**src/rtl/das_pkg.sv**
```systemverilog
package das_pkg;
  typedef enum logic [1:0] {
    MODE_READ  = 2'd0,
    MODE_WRITE = 2'd1,
    MODE_CHECK = 2'd2,
    MODE_ADDR  = 2'd3
  } op_mode_e;
endpackage

```
**src/rtl/das_rar.sv**
```systemverilog
// Shared target register: cylinder, head, sector.
module das_rar #(
  parameter int CYL_W  = 8,
  parameter int HEAD_W = 5,
  parameter int SEC_W  = 5,
  parameter int SECS   = 23
) (
  input  logic              clk,
  input  logic              rst_n,
  input  logic              clr_i,
  input  logic              ld_cyl_i,
  input  logic              ld_hs_i,
  input  logic [CYL_W-1:0]  cyl_in,
  input  logic [HEAD_W-1:0] head_in,
  input  logic [SEC_W-1:0]  sec_in,
  input  logic              adv_i,
  input  logic              carry_i,
  output logic [CYL_W-1:0]  cyl_o,
  output logic [HEAD_W-1:0] head_o,
  output logic [SEC_W-1:0]  sec_o,
  output logic              wrap_o
);
  localparam logic [SEC_W-1:0] SEC_LAST = SEC_W'(SECS - 1);

  logic [CYL_W-1:0]  cyl_q, cyl_d;
  logic [HEAD_W-1:0] head_q, head_d;
  logic [SEC_W-1:0]  sec_q, sec_d;

  assign wrap_o = adv_i && carry_i && (sec_q == SEC_LAST);

  always_comb begin
    cyl_d  = cyl_q;
    head_d = head_q;
    sec_d  = sec_q;
    if (clr_i) begin
      cyl_d  = '0;
      head_d = '0;
      sec_d  = '0;
    end else if (ld_cyl_i || ld_hs_i) begin
      if (ld_cyl_i) cyl_d = cyl_in;
      if (ld_hs_i) begin
        head_d = head_in;
        sec_d  = sec_in;
      end
    end else if (adv_i) begin
      sec_d = (sec_q == SEC_LAST) ? '0 : sec_q + 1'b1;
      if (wrap_o) head_d = head_q + 1'b1;
    end
  end

  always_ff @(posedge clk or negedge rst_n) begin
    if (!rst_n) begin
      cyl_q  <= '0;
      head_q <= '0;
      sec_q  <= '0;
    end else begin
      cyl_q  <= cyl_d;
      head_q <= head_d;
      sec_q  <= sec_d;
    end
  end

  assign cyl_o  = cyl_q;
  assign head_o = head_q;
  assign sec_o  = sec_q;

  // an advance from a valid sector never leaves the sector out of range
  a_r7_sec_in_range: assert property (@(posedge clk) disable iff (!rst_n)
    (adv_i && !clr_i && !ld_hs_i) |=> (sec_q < SEC_W'(SECS)));
endmodule

```
**src/rtl/das_drive_bank.sv**
```systemverilog
// Per-drive cylinder/head position registers.
module das_drive_bank #(
  parameter int NUM_DRV = 2,
  parameter int CYL_W   = 8,
  parameter int HEAD_W  = 5,
  localparam int DRV_W  = (NUM_DRV > 1) ? $clog2(NUM_DRV) : 1
) (
  input  logic              clk,
  input  logic              rst_n,
  input  logic [DRV_W-1:0]  sel_i,
  input  logic              load_i,
  input  logic              clr_i,
  input  logic              head_inc_i,
  input  logic [CYL_W-1:0]  rar_cyl,
  input  logic [HEAD_W-1:0] rar_head,
  output logic [CYL_W-1:0]  sel_cyl_o,
  output logic [HEAD_W-1:0] sel_head_o
);
  logic [CYL_W-1:0]  cyl_all  [NUM_DRV];
  logic [HEAD_W-1:0] head_all [NUM_DRV];

  for (genvar g = 0; g < NUM_DRV; g++) begin : g_drv
    logic [CYL_W-1:0]  cyl_q, cyl_d;
    logic [HEAD_W-1:0] head_q, head_d;
    logic              hit;

    assign hit = (sel_i == DRV_W'(g));

    always_comb begin
      cyl_d  = cyl_q;
      head_d = head_q;
      if (hit) begin
        if (clr_i) begin
          cyl_d  = '0;
          head_d = '0;
        end else if (load_i) begin
          cyl_d  = rar_cyl;
          head_d = rar_head;
        end else if (head_inc_i) begin
          head_d = head_q + 1'b1;
        end
      end
    end

    always_ff @(posedge clk or negedge rst_n) begin
      if (!rst_n) begin
        cyl_q  <= '0;
        head_q <= '0;
      end else begin
        cyl_q  <= cyl_d;
        head_q <= head_d;
      end
    end

    assign cyl_all[g]  = cyl_q;
    assign head_all[g] = head_q;
  end

  assign sel_cyl_o  = cyl_all[sel_i];
  assign sel_head_o = head_all[sel_i];

  // a head step moves the selected drive's head by exactly one
  a_r7_drive_head_step: assert property (@(posedge clk) disable iff (!rst_n)
    (head_inc_i && !load_i && !clr_i) |=>
      ((sel_i != $past(sel_i)) || (sel_head_o == HEAD_W'($past(sel_head_o) + 1'b1))));
endmodule

```
**src/rtl/das_ctrl.sv**
```systemverilog
// Operation control: sector check, word count, budget, readback, fill.
module das_ctrl
  import das_pkg::*;
#(
  parameter int CYL_W    = 8,
  parameter int HEAD_W   = 5,
  parameter int SEC_W    = 5,
  parameter int SECS     = 23,
  parameter int HEADS    = 20,
  parameter int WORDS    = 128,
  parameter int CNT_W    = 9,
  parameter int DATA_W   = 16,
  parameter int HEAD_LSB = 8,
  parameter int IDX_W    = 18
) (
  input  logic              clk,
  input  logic              rst_n,
  input  logic              op_start,
  input  logic [1:0]        op_mode,
  input  logic              op_stop,
  input  logic              sector_start,
  input  logic              word_done,
  input  logic              addr_read,
  input  logic              ld_count,
  input  logic [CNT_W-1:0]  cnt_in,
  input  logic              host_valid,
  input  logic [DATA_W-1:0] host_word,
  input  logic              wprot,
  input  logic [CYL_W-1:0]  rar_cyl,
  input  logic [HEAD_W-1:0] rar_head,
  input  logic [SEC_W-1:0]  rar_sec,
  input  logic [CYL_W-1:0]  pos_cyl,
  input  logic [HEAD_W-1:0] pos_head,
  output logic              busy_o,
  output logic              addr_err_o,
  output logic              eoc_err_o,
  output logic              prot_err_o,
  output logic              done_o,
  output logic [IDX_W-1:0]  index_o,
  output logic              index_valid_o,
  output logic [DATA_W-1:0] fill_o,
  output logic [DATA_W-1:0] rb_word_o,
  output logic              rb_valid_o,
  output logic              adv_o,
  output logic              carry_o
);
  localparam int WPTR_W  = $clog2(WORDS);
  localparam int IDX_MAX = (2 ** CYL_W) * HEADS * SECS;

  op_mode_e          mode_q, mode_d;
  logic              busy_q, busy_d, in_sec_q, in_sec_d, rb_ph_q, rb_ph_d;
  logic              aerr_q, aerr_d, eoc_q, eoc_d, perr_q, perr_d;
  logic              done_q, done_d, idxv_q, idxv_d, rbv_q, rbv_d;
  logic [WPTR_W-1:0] wptr_q, wptr_d;
  logic [CNT_W-1:0]  cnt_q, cnt_d;
  logic [IDX_W-1:0]  idx_q, idx_d, idx_calc;
  logic [DATA_W-1:0] fill_q, fill_d, rb_q, rb_d;
  logic              addr_bad, head_bad, finish;

  assign addr_bad = (rar_cyl != pos_cyl) || (rar_head != pos_head) ||
                    (rar_sec >= SEC_W'(SECS));
  assign head_bad = (rar_head >= HEAD_W'(HEADS));
  assign idx_calc = (IDX_W'(rar_cyl) * IDX_W'(HEADS) + IDX_W'(rar_head)) *
                    IDX_W'(SECS) + IDX_W'(rar_sec);

  always_comb begin
    mode_d   = mode_q;
    busy_d   = busy_q;
    in_sec_d = in_sec_q;
    rb_ph_d  = rb_ph_q;
    aerr_d   = aerr_q;
    eoc_d    = eoc_q;
    perr_d   = perr_q;
    idxv_d   = idxv_q;
    wptr_d   = wptr_q;
    cnt_d    = cnt_q;
    idx_d    = idx_q;
    fill_d   = fill_q;
    rb_d     = rb_q;
    done_d   = 1'b0;
    rbv_d    = 1'b0;
    adv_o    = 1'b0;
    carry_o  = 1'b0;
    finish   = 1'b0;
    if (!busy_q) begin
      if (op_start) begin
        busy_d   = 1'b1;
        mode_d   = op_mode_e'(op_mode);
        in_sec_d = 1'b0;
        rb_ph_d  = 1'b0;
        aerr_d   = 1'b0;
        eoc_d    = 1'b0;
        perr_d   = 1'b0;
        idxv_d   = 1'b0;
        wptr_d   = '0;
      end
      if (ld_count) cnt_d = cnt_in;
    end else if (op_stop) begin
      finish = 1'b1;
    end else if (mode_q == MODE_ADDR) begin
      if (addr_read) begin
        rbv_d = 1'b1;
        if (!rb_ph_q) begin
          rb_d    = DATA_W'(pos_cyl);
          rb_ph_d = 1'b1;
        end else begin
          rb_d                     = '0;
          rb_d[HEAD_LSB +: HEAD_W] = pos_head;
          rb_d[SEC_W-1:0]          = rar_sec;
          adv_o                    = 1'b1;
          finish                   = 1'b1;
        end
      end
    end else if (!in_sec_q) begin
      if (sector_start) begin
        if (mode_q == MODE_WRITE && wprot) begin
          perr_d = 1'b1;
          finish = 1'b1;
        end else if (addr_bad) begin
          aerr_d = 1'b1;
          finish = 1'b1;
        end else if (head_bad) begin
          eoc_d  = 1'b1;
          finish = 1'b1;
        end else begin
          in_sec_d = 1'b1;
          wptr_d   = '0;
          idx_d    = idx_calc;
          idxv_d   = 1'b1;
        end
      end
    end else if (word_done) begin
      wptr_d = wptr_q + 1'b1;
      if (mode_q == MODE_WRITE) fill_d = host_valid ? host_word : '0;
      if (wptr_q == WPTR_W'(WORDS - 1)) begin
        wptr_d   = '0;
        in_sec_d = 1'b0;
        adv_o    = 1'b1;
        carry_o  = 1'b1;
        if (mode_q == MODE_CHECK) begin
          cnt_d = cnt_q - 1'b1;
          if (cnt_q == CNT_W'(1)) finish = 1'b1;
        end
      end
    end
    if (finish) begin
      busy_d   = 1'b0;
      in_sec_d = 1'b0;
      done_d   = 1'b1;
    end
  end

  always_ff @(posedge clk or negedge rst_n) begin
    if (!rst_n) begin
      mode_q   <= MODE_READ;
      busy_q   <= 1'b0;
      in_sec_q <= 1'b0;
      rb_ph_q  <= 1'b0;
      aerr_q   <= 1'b0;
      eoc_q    <= 1'b0;
      perr_q   <= 1'b0;
      done_q   <= 1'b0;
      idxv_q   <= 1'b0;
      rbv_q    <= 1'b0;
      wptr_q   <= '0;
      cnt_q    <= '0;
      idx_q    <= '0;
      fill_q   <= '0;
      rb_q     <= '0;
    end else begin
      mode_q   <= mode_d;
      busy_q   <= busy_d;
      in_sec_q <= in_sec_d;
      rb_ph_q  <= rb_ph_d;
      aerr_q   <= aerr_d;
      eoc_q    <= eoc_d;
      perr_q   <= perr_d;
      done_q   <= done_d;
      idxv_q   <= idxv_d;
      rbv_q    <= rbv_d;
      wptr_q   <= wptr_d;
      cnt_q    <= cnt_d;
      idx_q    <= idx_d;
      fill_q   <= fill_d;
      rb_q     <= rb_d;
    end
  end

  assign busy_o        = busy_q;
  assign addr_err_o    = aerr_q;
  assign eoc_err_o     = eoc_q;
  assign prot_err_o    = perr_q;
  assign done_o        = done_q;
  assign index_o       = idx_q;
  assign index_valid_o = idxv_q;
  assign fill_o        = fill_q;
  assign rb_word_o     = rb_q;
  assign rb_valid_o    = rbv_q;

  // the end pulse never lasts two cycles
  a_r11_done_single: assert property (@(posedge clk) disable iff (!rst_n)
    done_q |=> !done_q);
  // a new address error coincides with the end of the operation
  a_r3_aerr_ends_op: assert property (@(posedge clk) disable iff (!rst_n)
    $rose(aerr_q) |-> (done_q && !busy_q));
  // error flags are mutually exclusive
  a_r5_one_error: assert property (@(posedge clk) disable iff (!rst_n)
    $onehot0({aerr_q, eoc_q, perr_q}));
  // a valid index lies inside the addressable space
  a_r6_index_range: assert property (@(posedge clk) disable iff (!rst_n)
    idxv_q |-> (idx_q < IDX_W'(IDX_MAX)));
endmodule

```
**src/rtl/disk_addr_seq.sv**
```systemverilog
module disk_addr_seq
  import das_pkg::*;
#(
  parameter int NUM_DRV  = 2,
  parameter int CYL_W    = 8,
  parameter int HEAD_W   = 5,
  parameter int SEC_W    = 5,
  parameter int SECS     = 23,
  parameter int HEADS    = 20,
  parameter int WORDS    = 128,
  parameter int CNT_W    = 9,
  parameter int DATA_W   = 16,
  parameter int HEAD_LSB = 8,
  localparam int IDX_W   = CYL_W + $clog2(HEADS) + $clog2(SECS),
  localparam int DRV_W   = (NUM_DRV > 1) ? $clog2(NUM_DRV) : 1
) (
  input  logic              clk,
  input  logic              rst_n,
  input  logic [DATA_W-1:0] din,
  input  logic              ld_cyl,
  input  logic              ld_hs,
  input  logic              pos_load,
  input  logic              recal,
  input  logic [DRV_W-1:0]  drv_sel,
  input  logic [NUM_DRV-1:0] wr_prot,
  input  logic              ld_count,
  input  logic              op_start,
  input  logic [1:0]        op_mode,
  input  logic              op_stop,
  input  logic              sector_start,
  input  logic              word_done,
  input  logic              addr_read,
  input  logic              host_valid,
  input  logic [DATA_W-1:0] host_word,
  output logic              busy,
  output logic              op_done,
  output logic              addr_err,
  output logic              eoc_err,
  output logic              prot_err,
  output logic [IDX_W-1:0]  sector_index,
  output logic              index_valid,
  output logic [DATA_W-1:0] fill_word,
  output logic [DATA_W-1:0] rb_word,
  output logic              rb_valid,
  output logic [CYL_W-1:0]  rar_cyl,
  output logic [HEAD_W-1:0] rar_head,
  output logic [SEC_W-1:0]  rar_sec,
  output logic [CYL_W-1:0]  pos_cyl,
  output logic [HEAD_W-1:0] pos_head
);
  logic [1:0] rst_sync;
  logic       rst_i;
  logic       idle, adv, carry, wrap;
  logic       unused_din;

  always_ff @(posedge clk or negedge rst_n) begin
    if (!rst_n) rst_sync <= 2'b00;
    else        rst_sync <= {rst_sync[0], 1'b1};
  end
  assign rst_i      = rst_sync[1];
  assign idle       = !busy;
  assign unused_din = ^din[DATA_W-1:HEAD_LSB+HEAD_W];

  das_rar #(.CYL_W(CYL_W), .HEAD_W(HEAD_W), .SEC_W(SEC_W), .SECS(SECS)) u_rar (
    .clk(clk), .rst_n(rst_i),
    .clr_i(recal && idle), .ld_cyl_i(ld_cyl && idle), .ld_hs_i(ld_hs && idle),
    .cyl_in(din[CYL_W-1:0]), .head_in(din[HEAD_LSB +: HEAD_W]), .sec_in(din[SEC_W-1:0]),
    .adv_i(adv), .carry_i(carry),
    .cyl_o(rar_cyl), .head_o(rar_head), .sec_o(rar_sec), .wrap_o(wrap));

  das_drive_bank #(.NUM_DRV(NUM_DRV), .CYL_W(CYL_W), .HEAD_W(HEAD_W)) u_drv (
    .clk(clk), .rst_n(rst_i), .sel_i(drv_sel),
    .load_i(pos_load && idle), .clr_i(recal && idle), .head_inc_i(wrap),
    .rar_cyl(rar_cyl), .rar_head(rar_head),
    .sel_cyl_o(pos_cyl), .sel_head_o(pos_head));

  das_ctrl #(.CYL_W(CYL_W), .HEAD_W(HEAD_W), .SEC_W(SEC_W), .SECS(SECS), .HEADS(HEADS),
             .WORDS(WORDS), .CNT_W(CNT_W), .DATA_W(DATA_W), .HEAD_LSB(HEAD_LSB),
             .IDX_W(IDX_W)) u_ctrl (
    .clk(clk), .rst_n(rst_i), .op_start(op_start), .op_mode(op_mode), .op_stop(op_stop),
    .sector_start(sector_start), .word_done(word_done), .addr_read(addr_read),
    .ld_count(ld_count), .cnt_in(din[CNT_W-1:0]), .host_valid(host_valid),
    .host_word(host_word), .wprot(wr_prot[drv_sel]),
    .rar_cyl(rar_cyl), .rar_head(rar_head), .rar_sec(rar_sec),
    .pos_cyl(pos_cyl), .pos_head(pos_head),
    .busy_o(busy), .addr_err_o(addr_err), .eoc_err_o(eoc_err), .prot_err_o(prot_err),
    .done_o(op_done), .index_o(sector_index), .index_valid_o(index_valid),
    .fill_o(fill_word), .rb_word_o(rb_word), .rb_valid_o(rb_valid),
    .adv_o(adv), .carry_o(carry));

  // after a wrap the register head and the drive head still agree
  a_r7_head_agree: assert property (@(posedge clk) disable iff (!rst_i)
    wrap |=> ((drv_sel != $past(drv_sel)) || (rar_head == pos_head)));
  // host loads never disturb the register during an operation
  a_r2_hold_when_busy: assert property (@(posedge clk) disable iff (!rst_i)
    (busy && !adv && !$rose(busy)) |-> $stable(rar_cyl));
endmodule

```
**config.mk**
```make
export PLATFORM = sky130hd
export DESIGN_NAME = disk_addr_seq
export DESIGN_NICKNAME = d
export VERILOG_FILES = /design/src/rtl/das_pkg.sv /design/src/rtl/das_rar.sv /design/src/rtl/das_drive_bank.sv /design/src/rtl/das_ctrl.sv /design/src/rtl/disk_addr_seq.sv
export SDC_FILE = /design/constraint.sdc
export NUM_CORES = 1
export LEC_CHECK = 0
export CAP_MARGIN = 25
export CORE_UTILIZATION = 27
export CTS_BUF_LIST = sky130_fd_sc_hd__clkbuf_8
export DETAILED_ROUTE_END_ITERATION = 6
export DONT_BUFFER_PORTS = 1
export GPL_TIMING_DRIVEN = 0
export MAX_ROUTING_LAYER = met4
export REMOVE_ABC_BUFFERS = 1
export SKIP_LAST_GASP = 1
export SLEW_MARGIN = 10
export SYNTH_ARGS = -nofsm -noshare
export SYNTH_HDL_FRONTEND = slang
export SYNTH_SLANG_ARGS = --single-unit
```
**constraint.sdc**
```tcl
create_clock -name clk -period 4.9 [get_ports clk]
set_clock_uncertainty 0.1 [all_clocks]
set_input_delay 0.49 -clock clk [delete_from_list [all_inputs] [get_ports clk]]
set_output_delay 0.49 -clock clk [all_outputs]
set_load 0.1 [all_outputs]
```
==> results of run 1 <==
## per-stage QoR
step | worst slack [ns] | util, % | cell area [sq um] | instances | setup TNS, ns
after global routing | -1.21 | 34.0 | 10100 | 1361 | -6.40
after detailed placement | -1.76 | 30.7 | 9090 | 1302 | -9.63
after floorplan | -1.50 | - | 8010 | 877 | -7.84
after global placement | -2.12 | 28.7 | 8500 | 1267 | -70.13
final | -1.01 | 34.0 | 10100 | 1361 | -4.62
after CTS | -1.02 | 32.9 | 9740 | 1348 | -5.88
## routing by layer
layer / track usage [%] / wire length (microns) / up-vias
met5: - / 0 / -
met4: 7.17 / 710 / 0
met3: 5.17 / 1640 / 38
met2: 23.9 / 10900 / 129
met1: 17.7 / 9630 / 3185
li1: - / - / 3201
## registers in the layout, indices dropped and copies added (netlist names), 2 cells and up
register,flops
u_rar.cyl_o,8
rst_sync,2
u_ctrl.wptr_q,7
u_rar.sec_o,5
u_drv.g_drv.cyl_q,16
u_drv.g_drv.head_q,10
u_rar.head_o,5
u_ctrl.index_o,18
u_ctrl.mode_q,2
u_ctrl.cnt_q,9
u_ctrl.fill_o,16
u_ctrl.rb_word_o,13
## worst max path at each step
| stage | start | endpoint | slack, ns |
|---|---|---|---|
| 4_1_cts | u_rar.cyl_o[1]$_DFFE_PN0P_ | u_ctrl.index_o[17]$_DFFE_PN0P_ | -1.02 |
| 5_1_grt | u_rar.cyl_o[1]$_DFFE_PN0P_ | u_ctrl.index_o[17]$_DFFE_PN0P_ | -1.21 |
| 3_5_place_dp | u_rar.cyl_o[1]$_DFFE_PN0P_ | u_ctrl.index_o[17]$_DFFE_PN0P_ | -1.76 |
| 3_3_place_gp | u_rar.cyl_o[1]$_DFFE_PN0P_ | u_ctrl.index_o[17]$_DFFE_PN0P_ | -2.12 |
| 2_1_floorplan | u_rar.cyl_o[1]$_DFFE_PN0P_ | u_ctrl.index_o[17]$_DFFE_PN0P_ | -1.50 |
| 6_report | u_rar.cyl_o[1]$_DFFE_PN0P_ | u_ctrl.index_o[17]$_DFFE_PN0P_ | -1.01 |
## timing repair
action,in CTS,in global routing
setup buffers,13,10
pin swaps,15,30
endpoints found under the hold margin,2,1
hold buffers,1,1
resized for setup,28,44
endpoints found under the setup margin,9,10
## cell usage after synthesis (14+ instances only)
cell type	count
sky130_fd_sc_hd__fa_1	29
sky130_fd_sc_hd__a21oi_1	52
sky130_fd_sc_hd__xnor2_1	18
sky130_fd_sc_hd__inv_1	78
sky130_fd_sc_hd__nand2_1	143
sky130_fd_sc_hd__mux2_2	14
sky130_fd_sc_hd__nand3_1	19
sky130_fd_sc_hd__xor2_1	22
sky130_fd_sc_hd__nor2b_1	16
sky130_fd_sc_hd__nor3_1	16
sky130_fd_sc_hd__ha_1	70
sky130_fd_sc_hd__nor2_1	30
sky130_fd_sc_hd__dfrtp_1	120
sky130_fd_sc_hd__o21ai_0	112
sky130_fd_sc_hd__clkbuf_1	25
## cells by family after synthesis
family,after synthesis
DFF,120
adders and majority gates,99
and+or+nand+nor,280
muxes,26
other,2
buffers and inverters,114
AOI/OAI and AO/OA,226
xor gates and xnor gates,40
## worst max-delay path, stage by stage (launching register included)
cell and delay (ns):
sky130_fd_sc_hd__dfrtp_2 0.45, sky130_fd_sc_hd__buf_16 0.19, sky130_fd_sc_hd__buf_6 0.13, sky130_fd_sc_hd__ha_4 0.21
sky130_fd_sc_hd__ha_4 0.16, sky130_fd_sc_hd__buf_6 0.10, sky130_fd_sc_hd__a21o_1 0.17, sky130_fd_sc_hd__a21oi_2 0.23
sky130_fd_sc_hd__xnor2_2 0.24, sky130_fd_sc_hd__inv_1 0.10, sky130_fd_sc_hd__nor3_2 0.26, sky130_fd_sc_hd__xor2_1 0.26
sky130_fd_sc_hd__ha_1 0.30, sky130_fd_sc_hd__fa_1 0.55, sky130_fd_sc_hd__inv_1 0.05, sky130_fd_sc_hd__fa_1 0.49
sky130_fd_sc_hd__inv_2 0.05, sky130_fd_sc_hd__ha_4 0.24, sky130_fd_sc_hd__and3_4 0.15, sky130_fd_sc_hd__a311oi_4 0.29
sky130_fd_sc_hd__o21a_1 0.20, sky130_fd_sc_hd__a21oi_2 0.07, sky130_fd_sc_hd__or4_1 0.53, sky130_fd_sc_hd__a32o_1 0.26
## layout make-up
cell class / count / area [sq um] / share of cell area [%]
tap: 390 / 488 / 4.84
timing repair buffer: 62 / 832 / 8.25
inverter: 79 / 297 / 2.94
clock inverter: 13 / 144 / 1.43
clock buffer: 19 / 262 / 2.59
sequential: 120 / 3020 / 29.9
multi-input combinational: 678 / 5050 / 50.0
==> run summary, run 1 <==
Data on the critical path arrives at its endpoint at 6.16 ns. The sequential cell area fraction in the yosys report is 36.8%. Along the worst path, the maximum fanout reaches 4. The initial antenna violation count is 0. In this run the tightest slew margin relative to its limit is 32.7%.

Detailed routing inserted a total of 6,553 vias. In the routed design, unresolved DRC markers number 0. Synthesis inferred 120 register bits. The area of the die is 30,900 sq um. By area the synthesized netlist is led by sky130_fd_sc_hd__dfrtp_1, sky130_fd_sc_hd__ha_1, sky130_fd_sc_hd__fa_1, sky130_fd_sc_hd__o21ai_0, sky130_fd_sc_hd__nand2_1. Post-synthesis xor/xnor area fraction: 4.30%.

The combinational family with the most area after synthesis is adder cells. The tools report the cell count after synthesis as 907. For the pin with the worst max-slew slack, the measured transition is 1.00 ns.

After the last flow step, the layout net total stands at 1,107. Leaving out fill and tap cells, the most frequent cell in the layout is sky130_fd_sc_hd__nand2_1. The number of CTS-inserted buffers is 17. After floorplanning, the core was divided into 63 placement rows.

Clock tree synthesis found a total of 120 sinks. The endpoint class of the critical path is a flip-flop. Fraction of final layout cells with drive strength greater than 1: 15.8%. The worst register-to-register path ends at u_ctrl.index_o[17]$_DFFE_PN0P_. The tightest min-delay check is of the in -> reg type. The floorplan core area was 29,600 sq um; the number of cells on the worst hold path was 1.

The adder-cell share of the synthesized area was 17.9%. The run gives 8 as the number of failing setup endpoints in the final timing report. The area share of the largest cell type after synthesis was 36.8%. The worst setup path is of the reg -> reg kind.

The startpoint of the worst register-to-register path is u_rar.cyl_o[1]$_DFFE_PN0P_. The run gives 169 MHz as the maximum clock rate. CTS placed an instance of sky130_fd_sc_hd__clkbuf_8 at the clock tree root. The first TritonRoute pass finished after 4 iterations. The synthesized netlist devotes 15.8% of its cell area to compound gates. The HPWL after detailed placement is 16.7 mm. The number of I/O port buffers was 0. For this configuration, the core starts out at a cell density of 27.5%. Yosys mapped the design onto 55 distinct sky130hd cell types. STA puts the critical path data required time at 5.15 ns. The run finished, with violations left. Across all register-to-register paths, the minimum setup slack is -1.01 ns.

TritonCTS built the clock tree. The tool flagged a number of max-cap violations equal to 0. STA classifies the critical path startpoint as a flip-flop. In the synthesized netlist the dominant register cell turns out to be sky130_fd_sc_hd__dfrtp_1. The final reports fail on setup timing. The floorplan step set the die height to 176 microns. The mux contribution to synthesized area is 3.53%.

Wires add up to 22.9 mm. The die is 176 microns wide. The minimum clock period after layout was 5.91 ns. Setup repair after global routing could not meet its margin everywhere.

In the finished design, the share of the clock period the worst path needs comes to 121%. Routability-driven placement finished with a final weighted congestion of 0.830. Global routing used 15.3% of the available tracks across all layers. 0 antenna diodes ended up in the layout.

The pin count of the biggest net entering global routing is 58. Yosys printed 0 warnings. The startpoint identified for the worst hold timing path is recal. The layout overhead on the synthesized area came out at 23.7%. The logs give 401 for the number of DRC markers after the initial detailed-route iteration and 0 for the global-route congestion overflow total.

The tools report the number of global-route vias before repair as 6,303. The worst setup margin is -1.01 ns. The count of filler cells inserted in the layout was 3,030; the area of the mapped netlist was 8150 sq um. The synthesized-area fraction occupied by and/or/nand/nor cells came out at 16.0%.

After synthesis, the share of flip-flops with an asynchronous set or reset is 100%. The via density per instance came out at 4.81. The clock tree synthesis step divided the H-tree into 4 levels. For the count of pins over their slew limit, the log shows 0.

The tools report the first-pass GRT wire length as 35.2 mm. Worst min-delay path endpoint: u_rar.cyl_o[4]$_DFFE_PN0P_. The tools report the number of buffers on the longest clock path as 2. Cell depth of the worst flop-to-flop path: 23. sky130_fd_sc_hd__dfrtp_1 takes more of the synthesized area than any other cell. For the hold violation count in the final report, the log shows 0. In this run the remaining antenna-violating nets after routing total 0. At the later pin of the worst-skew pair, clock insertion delay measures 0.46 ns. The post-detailed-route wirelength per cell was 16.8 microns; the synthesized area divided by synthesized cell count was 8.99 sq um. 138 I/O pins were placed.

The library cells used most frequently in the layout, excluding fill and tap cells, are sky130_fd_sc_hd__nand2_1, sky130_fd_sc_hd__dfrtp_1, sky130_fd_sc_hd__o21ai_0, sky130_fd_sc_hd__inv_1, sky130_fd_sc_hd__ha_1. The tightest hold path in the finished design has a slack of 0.0300 ns. The count of flip-flops with a built-in enable after synthesis came out at 0. Clock-pin slew was measured on the worst setup and hold paths at 0.08 ns.
Power of run 1 is left out: the tool's default activity adds up to more than one toggle a clock period on the data nets, which glitch-free logic cannot reach.
==> inputs of run 2 (changes only) <==
Settings changed: PLACE_DENSITY from default to 0.44.
==> run summary, run 2 (same netlist as run 1, synthesis figures left out) <==
STA classifies the critical path startpoint as a flip-flop. Setup repair after global routing could not meet its margin everywhere. The total routing resource utilization after global routing came out at 15.7% (+0.36 points).

Wire length on met2: 11.2 mm (+2.1%). The clock insertion delay at the later pin of the skew report was 0.46 ns (about the same); the clock transition at the registers of the reported paths was 0.08 ns (about the same). The relative slew slack was 35.5% (+2.8 points); the fraction of final layout cells with drive strength greater than 1 was 19.2% (+3.4 points). The non-filler instance count after layout is 1,370 (+0.66%), and the initial antenna violation count is 0 (unchanged). The tools report the buffer cell driving the clock tree root as sky130_fd_sc_hd__clkbuf_8.

Global-route congestion overflow total: 0 (unchanged). In this run the critical register-to-register path is captured at u_ctrl.index_o[17]$_DFFE_PN0P_. The commonest non-fill, non-tap cell in the layout was sky130_fd_sc_hd__nand2_1. The number of DRC markers after the initial detailed-route iteration is 353 (-12%). The launching instance or port of the critical path is u_rar.cyl_o[0]$_DFFE_PN0P_. The effective utilization at floorplan was 27.5% (unchanged). The met3 wirelength from detailed routing was 1.31 mm (-21%).

The tools report the final estimated routing congestion in global placement as 0.804 (-3.2%). The logs give 6,278 (-0.40%) for the number of global-route vias before repair and 0 (unchanged) for the number of design rule violations left after detail routing. The arrival time reported for the critical path endpoint came out at 6.03 ns (-0.13 ns). The run gives 10.6 mm (+10%) as the routed metal-1 wire length. The count of pins over their slew limit is 0 (unchanged). In this run the top signal layer used is met4.

The worst setup path is of the reg -> reg kind. The number of clock sinks is 120 (unchanged), and the worst path required time is 5.15 ns (about the same). The total placed cells including tap cells was 1,302 (unchanged); the maximum clock rate was 173 MHz (+2.2%). The post-detailed-route wirelength per cell was 17.1 microns (+1.5%). The horizontal die dimension was 176 microns (unchanged); the ratio of final minimum period to clock period was 118% (-2.6 points).

The final net count was 1,116 (+0.81%). The minimum clock period after layout was 5.78 ns (-0.128 ns). For the number of top-level pins, the log shows 138 (unchanged). The max capacitance violation total is 0 (unchanged), and the total via count in the routed design is 6,512 (-0.63%). The logs give 17.1 mm (+2.2%) for the estimated wirelength of the detail-placed design and 58 (unchanged) for the pin count of the biggest net entering global routing.

The tools report the worst setup margin as -0.882 ns (+0.128 ns). For the floorplan core area, the log shows 29,600 sq um (unchanged). The final reports fail on setup timing. The layout overhead on the synthesized area is 26.5%, and the area of the die is 30,900 sq um (unchanged).

The worst-case register-to-register setup slack was -0.88 ns (+0.13 ns). The logs give 0 (unchanged) for the count of inserted antenna diode cells and 0 (unchanged) for the hold violation count in the final report. For the count of filler cells inserted in the layout, the log shows 3,073 (+1.4%). Startpoint of the worst register-to-register path: u_rar.cyl_o[0]$_DFFE_PN0P_. The register area came out at 3020 sq um (about the same). The number of flip-flops under the largest register name works out to 18 (unchanged).

For hold timing, the worst endpoint is u_rar.cyl_o[5]$_DFFE_PN0P_. The post-place setup slack was -1.65 ns (+0.106 ns); the number of cells on the worst hold path was 1 (unchanged). Number of I/O port buffers: 0 (unchanged). In the layout the commonest cells are sky130_fd_sc_hd__nand2_1, sky130_fd_sc_hd__dfrtp_1, sky130_fd_sc_hd__o21ai_0, sky130_fd_sc_hd__inv_1, sky130_fd_sc_hd__ha_1. Number of CTS-inserted buffers: 17 (unchanged).

The type of the most critical hold path was in -> reg. The slew of the pin with the lowest slew margin was 0.968 ns (-0.0329 ns). The critical-path maximum fanout works out to 4 (unchanged). Via density per instance: 4.75 (-1.3%). The logs give 4 (unchanged) for the count of TritonRoute iterations in the first routing pass and 2 (unchanged) for the number of buffers on the longest clock path.

The first-pass GRT wire length came out at 36.2 mm (+2.9%). The cell depth of the worst flop-to-flop path was 22 (-4.3%); the die boundary height was 176 microns (unchanged). The site row count came out at 63 (unchanged). TritonCTS built the clock tree. The number of failing setup endpoints in the final timing report was 8 (unchanged); the number of routed nets with antenna violations was 0 (unchanged). The worst hold path startpoint is recal. The area taken by multi-input logic gates was 5260 sq um (+4.2%); the maximum level of the CTS H-tree was 4 (unchanged). The tools report the final wirelength as 23.4 mm (+2.2%). Endpoint class of the critical path: a flip-flop.

The run finished, with violations left.
## run 2: how the worst max path moves through the flow
stage                                           endpoint  cells after the start
after floorplan           u_ctrl.index_o[17]$_DFFE_PN0P_                     21
after global placement    u_ctrl.index_o[17]$_DFFE_PN0P_                     21
after detailed placement  u_ctrl.index_o[17]$_DFFE_PN0P_                     23
after CTS                 u_ctrl.index_o[17]$_DFFE_PN0P_                     24
after global routing      u_ctrl.index_o[17]$_DFFE_PN0P_                     22
final                     u_ctrl.index_o[17]$_DFFE_PN0P_                     22
## run 2: cell type report
class	instances	share of cell area [%]
clock inverter	11	0.728
tap	390	4.73
inverter	79	2.87
clock buffer	21	2.80
timing repair buffer	71	8.63
sequential	120	29.3
multi-input combinational	678	51.0
## run 2: worst max-delay path: stages (launching register included)
cell and delay, ns:
sky130_fd_sc_hd__dfrtp_2 0.46, sky130_fd_sc_hd__buf_16 0.19, sky130_fd_sc_hd__buf_1 0.11, sky130_fd_sc_hd__ha_2 0.20, sky130_fd_sc_hd__ha_4 0.17, sky130_fd_sc_hd__fa_2 0.40
sky130_fd_sc_hd__xnor2_4 0.15, sky130_fd_sc_hd__nand3b_1 0.25, sky130_fd_sc_hd__buf_6 0.19, sky130_fd_sc_hd__xnor2_4 0.24, sky130_fd_sc_hd__buf_6 0.14, sky130_fd_sc_hd__ha_4 0.19
sky130_fd_sc_hd__fa_1 0.53, sky130_fd_sc_hd__inv_1 0.05, sky130_fd_sc_hd__fa_1 0.52, sky130_fd_sc_hd__inv_2 0.05, sky130_fd_sc_hd__ha_4 0.25, sky130_fd_sc_hd__and3_4 0.15
sky130_fd_sc_hd__a311oi_4 0.35, sky130_fd_sc_hd__o21a_1 0.20, sky130_fd_sc_hd__a21oi_2 0.07, sky130_fd_sc_hd__or4_1 0.47, sky130_fd_sc_hd__a32o_1 0.23
## run 2: repair_timing
action                                 CTS  global route
resized for setup                       48            57
endpoints found under the hold margin    2             0
hold buffers                             1             0
setup buffers                           17            17
pin swaps                               23            47
cloned                                   0             0
setup endpoints to repair                9             9
## run 2: layer usage
layer | track usage, % | vias up
met5 | - | -
met1 | 19.8 | 3170
li1 | - | 3227
met2 | 24.6 | 95
met4 | 4.28 | 0
met3 | 4.26 | 20
## run 2: through the flow
step                      instance area [sq um]  hold slack, ns  utilization [%]  TNS, ns
final                                     10300          0.0322             34.8    -3.97
after global routing                      10300         0.00626             34.8    -5.44
after CTS                                  9840         0.00159             33.2    -4.21
after detailed placement                   9090          0.0672             30.7    -8.65
after global placement                     8500          0.0944             28.7  -105.29
after floorplan                            8010          0.0944                -    -7.84
Power of run 2 is left out for the same reason.
==> inputs of run 3 (changes only) <==
Settings changed: ABC_AREA from default to 1.
==> run summary, run 3 <==
The synthesized area divided by synthesized cell count is 7.74 sq um (-14%). For the worst path required time, the log shows 5.15 ns (about the same). Buffer cell driving the clock tree root: sky130_fd_sc_hd__clkbuf_8. The max capacitance violation total came out at 0 (unchanged). The count of inserted antenna diode cells is 0 (unchanged), and the count of yosys warnings during synthesis is 0 (unchanged).

The die boundary height is 180 microns (+2.3%). The endpoint class of the critical path was a flip-flop. The post-detailed-route wirelength per cell came out at 15.8 microns (-7.6%). The top cell types in the final layout, fill and taps aside, are sky130_fd_sc_hd__nand2_1, sky130_fd_sc_hd__inv_1, sky130_fd_sc_hd__dfrtp_1, sky130_fd_sc_hd__o21ai_0, sky130_fd_sc_hd__nand3_1. Cell type with the largest total area after synthesis: sky130_fd_sc_hd__dfrtp_1. The final reports fail on DRC, setup timing. The area share of the largest cell type after synthesis works out to 35.2% (-1.6 points).

The total via count in the routed design was 7,294 (+12%). Number of buffers on the longest clock path: 2 (unchanged). Walking the worst path, the cells encountered are ha_4 > ha_4 > fa_2 > inv_2 > nor4_4 > and3b_2 > nand2_2 > o21ai_4 > buf_6 > ha_4 > fa_1 > inv_2 > fa_1 > inv_2 > ha_4 > nand2_4 > nor3_4 > inv_1 > nor2_1 > nor2_1 > o21ai_1 > xnor2_1 > o21ai_1. The estimated wirelength of the detail-placed design was 18.9 mm (+11%); the initial antenna violation count was 0 (unchanged). For the final total negative setup slack, the log shows -0.181 ns (+3.79 ns). The arrival time reported for the critical path endpoint was 5.22 ns (-0.81 ns); the count of buffering cells on the critical path with inverters included was 5 (-1). The relative slew slack was 29.9% (-5.5 points). The post-layout instance area is 10,700 sq um (+3.5%).

In this run the worst hold path is classified as in -> reg. The global-route congestion overflow total came out at 0 (unchanged). The number of flip-flops under the largest register name is 18 (unchanged), and the maximum clock rate is 201 MHz (+16%).

The clock transition at the registers of the reported paths was 0.08 ns (about the same); the number of different library cells in the post-synthesis netlist was 44 (-20%). The tools report the number of DRC markers after the initial detailed-route iteration as 354 (+0.28%). The count of flip-flops with a built-in enable after synthesis is 0 (unchanged), and the number of top-level pins is 138 (unchanged).

For this run, the leading register cell type out of synthesis is sky130_fd_sc_hd__dfrtp_1. The maximum level of the CTS H-tree was 4 (unchanged). The tools report the count of TritonRoute iterations in the first routing pass as 7 (+3). For the number of clock sinks, the log shows 120 (unchanged).

The area growth from synthesis to layout is 25.1%. The critical-path maximum fanout was 4 (unchanged); the clock insertion delay at the later pin of the skew report was 0.46 ns (about the same). The final net count came out at 1,321 (+18%). The via density per instance came out at 4.62 (-2.8%).

The minimum clock period after layout is 4.97 ns (-0.811 ns), and the first-pass GRT wire length is 40.2 mm (+11%). The cell count after synthesis was 1,103 (+22%); the number of I/O port buffers was 0 (unchanged). The most common cell in the netlist is sky130_fd_sc_hd__nand2_1. The final estimated routing congestion in global placement was 0.841 (+4.6%); the synthesis-stage register bit count was 120 (unchanged).

The run gives 32,300 sq um (+4.6%) as the area of the die. The highest-delay cell along the critical path was sky130_fd_sc_hd__fa_2. The worst slack on hold paths is 0.0583 ns (+0.0261 ns), and the number of CTS-inserted buffers is 17 (unchanged). By area the synthesized netlist is led by sky130_fd_sc_hd__dfrtp_1, sky130_fd_sc_hd__nand2_1, sky130_fd_sc_hd__ha_1, sky130_fd_sc_hd__inv_1, sky130_fd_sc_hd__fa_1. Setup repair after global routing could not meet its margin everywhere. Ratio of final minimum period to clock period: 101% (-17 points).

On the critical path the largest part of the delay comes from adder cells. The hold violation count in the final report came out at 0 (unchanged). TritonCTS built the clock tree. The tools report the total routing resource utilization after global routing as 16.5% (+0.84 points). The logs give 0 (unchanged) for the count of pins over their slew limit and 35.2% (-1.6 points) for the sequential cell area fraction in the yosys report.

The fraction of final layout cells with drive strength greater than 1 is 16.5% (-2.7 points), and the worst setup margin is -0.0702 ns (+0.811 ns). The flow ran to the end, but the final reports show violations. The number of global-route vias before repair came out at 7,273 (+16%).

The final wirelength is 24.9 mm (+6.5%), and the floorplan core area is 30,800 sq um (+4.0%). The maximum single-stage delay on the critical path was 0.53 ns (about the same). The run gives 8530 sq um (+4.6%) as the area of the mapped netlist.

The pin count of the biggest net entering global routing is 50 (-14%). The area after detailed placement came out at 9480 sq um (+4.3%). Leaving out fill and tap cells, the most frequent cell in the layout is sky130_fd_sc_hd__nand2_1. The share of flip-flops with an asynchronous set or reset works out to 100% (unchanged).

The startpoint type of the worst setup path was a flip-flop. The logs give 27.7% (+0.16 points) for the effective utilization at floorplan and 4 (-4) for the number of failing setup endpoints in the final timing report. The site row count is 64 (+1.6%), and the horizontal die dimension is 180 microns (+2.3%).

The slew of the pin with the lowest slew margin is 1.05 ns (+0.0806 ns), and the number of routed nets with antenna violations is 0 (unchanged). Count of filler cells inserted in the layout: 3,253 (+5.9%). The number of design rule violations left after detail routing came out at 10 (+10). The critical path in this run is classified as reg -> reg. By instance count, the cell type seen most on the critical path is sky130_fd_sc_hd__ha_4. By count the netlist is led by sky130_fd_sc_hd__nand2_1, sky130_fd_sc_hd__inv_1, sky130_fd_sc_hd__dfrtp_1, sky130_fd_sc_hd__o21ai_0, sky130_fd_sc_hd__nand3_1.
run 3: cell types whose count changed in the layout (fill, tap and decap cells not counted), sizes merged, moves of 8 or more:
cell,before,now
nand2b,14,0
o21ai,118,108
a21oi,52,44
mux2i,10,0
xnor2,18,8
and3,10,0
nand3,19,72
nand2,143,279
mux2,16,0
nor2b,16,0
nor3,16,8
nor2,30,70
inv,81,179
run 3: area by class of cell:
class / count / area [sq um] / share of cell area [%]
clock inverters: 9 / 149 / 1.39
inverters: 178 / 671 / 6.28
well taps: 396 / 495 / 4.64
flip-flops and latches: 120 / 3020 / 28.3
multi-input cells: 781 / 5170 / 48.4
repair buffers: 74 / 878 / 8.23
clock buffers: 21 / 289 / 2.71
run 3: cells by family after synthesis:
kind of cell	count (synthesis)	synth area share (%)
AND/OR/NAND/NOR	450	22.1
adder cells (fa/ha/maj)	99	17.1
flip-flops	120	35.2
XOR/XNOR	31	3.18
buffers and inverters	207	9.59
other	2	0.0880
AO/OA/AOI/OAI	194	12.8
run 3: path summary, 6_finish.rpt:
kind	startpoint	endpoint	slack [ns]	cells past startpoint
max in group asynchronous	rst_sync[1]$_DFF_PN0_	u_ctrl.index_o[6]$_DFFE_PN0P_	3.60	2
setup reg to reg	u_rar.cyl_o[1]$_DFFE_PN0P_	u_ctrl.index_o[16]$_DFFE_PN0P_	-0.07	23
setup / recovery	u_rar.cyl_o[1]$_DFFE_PN0P_	u_ctrl.index_o[16]$_DFFE_PN0P_	-0.07	23
hold / removal	op_mode[1]	u_ctrl.mode_q[1]$_DFFE_PN0P_	0.06	2
hold reg to reg	rst_sync[1]$_DFF_PN0_	u_ctrl.rb_word_o[12]$_DFFE_PN0P_	0.20	0
min in group asynchronous	rst_n	rst_sync[1]$_DFF_PN0_	0.15	1
run 3: worst reg2reg max path, delay by kind of cell (launching register included):
kind | cells | cell delay [ns]
AOI/OAI and AO/OA | 3 | 0.40
and+or+nand+nor | 7 | 1.01
xor gates and xnor gates | 1 | 0.15
buffers and inverters | 5 | 0.34
DFF | 1 | 0.45
adders and majority gates | 7 | 2.42
run 3: layer usage:
metal,vias up,global-route usage [%],routed length [microns]
met4,0,4.52,438
li1,3680,-,-
met3,25,4.68,1530
met2,175,26.1,11500
met5,-,-,0
met1,3414,20.5,11500
run 3: per-stage QoR:
| step | util, % | std cells | setup slack (ns) |
|---|---|---|---|
| 2_1_floorplan | - | 1079 | -0.908 |
| 3_3_place_gp | 28.9 | 1475 | -1.67 |
| 3_5_place_dp | 30.8 | 1511 | -1.27 |
| 4_1_cts | 33.9 | 1563 | -0.132 |
| 5_1_grt | 34.6 | 1579 | -0.299 |
| 6_report | 34.6 | 1579 | -0.0702 |
run 3: what timing repair did:
| action | 4_1_cts | 5_1_grt |
|---|---|---|
| setup endpoints to repair | 9 | 8 |
| gates resized for setup | 78 | 22 |
| endpoints found under the hold margin | 3 | 0 |
| buffers inserted | 20 | 15 |
| pin swaps | 44 | 44 |
| hold buffers | 2 | 0 |
Power of run 3 is left out for the same reason.
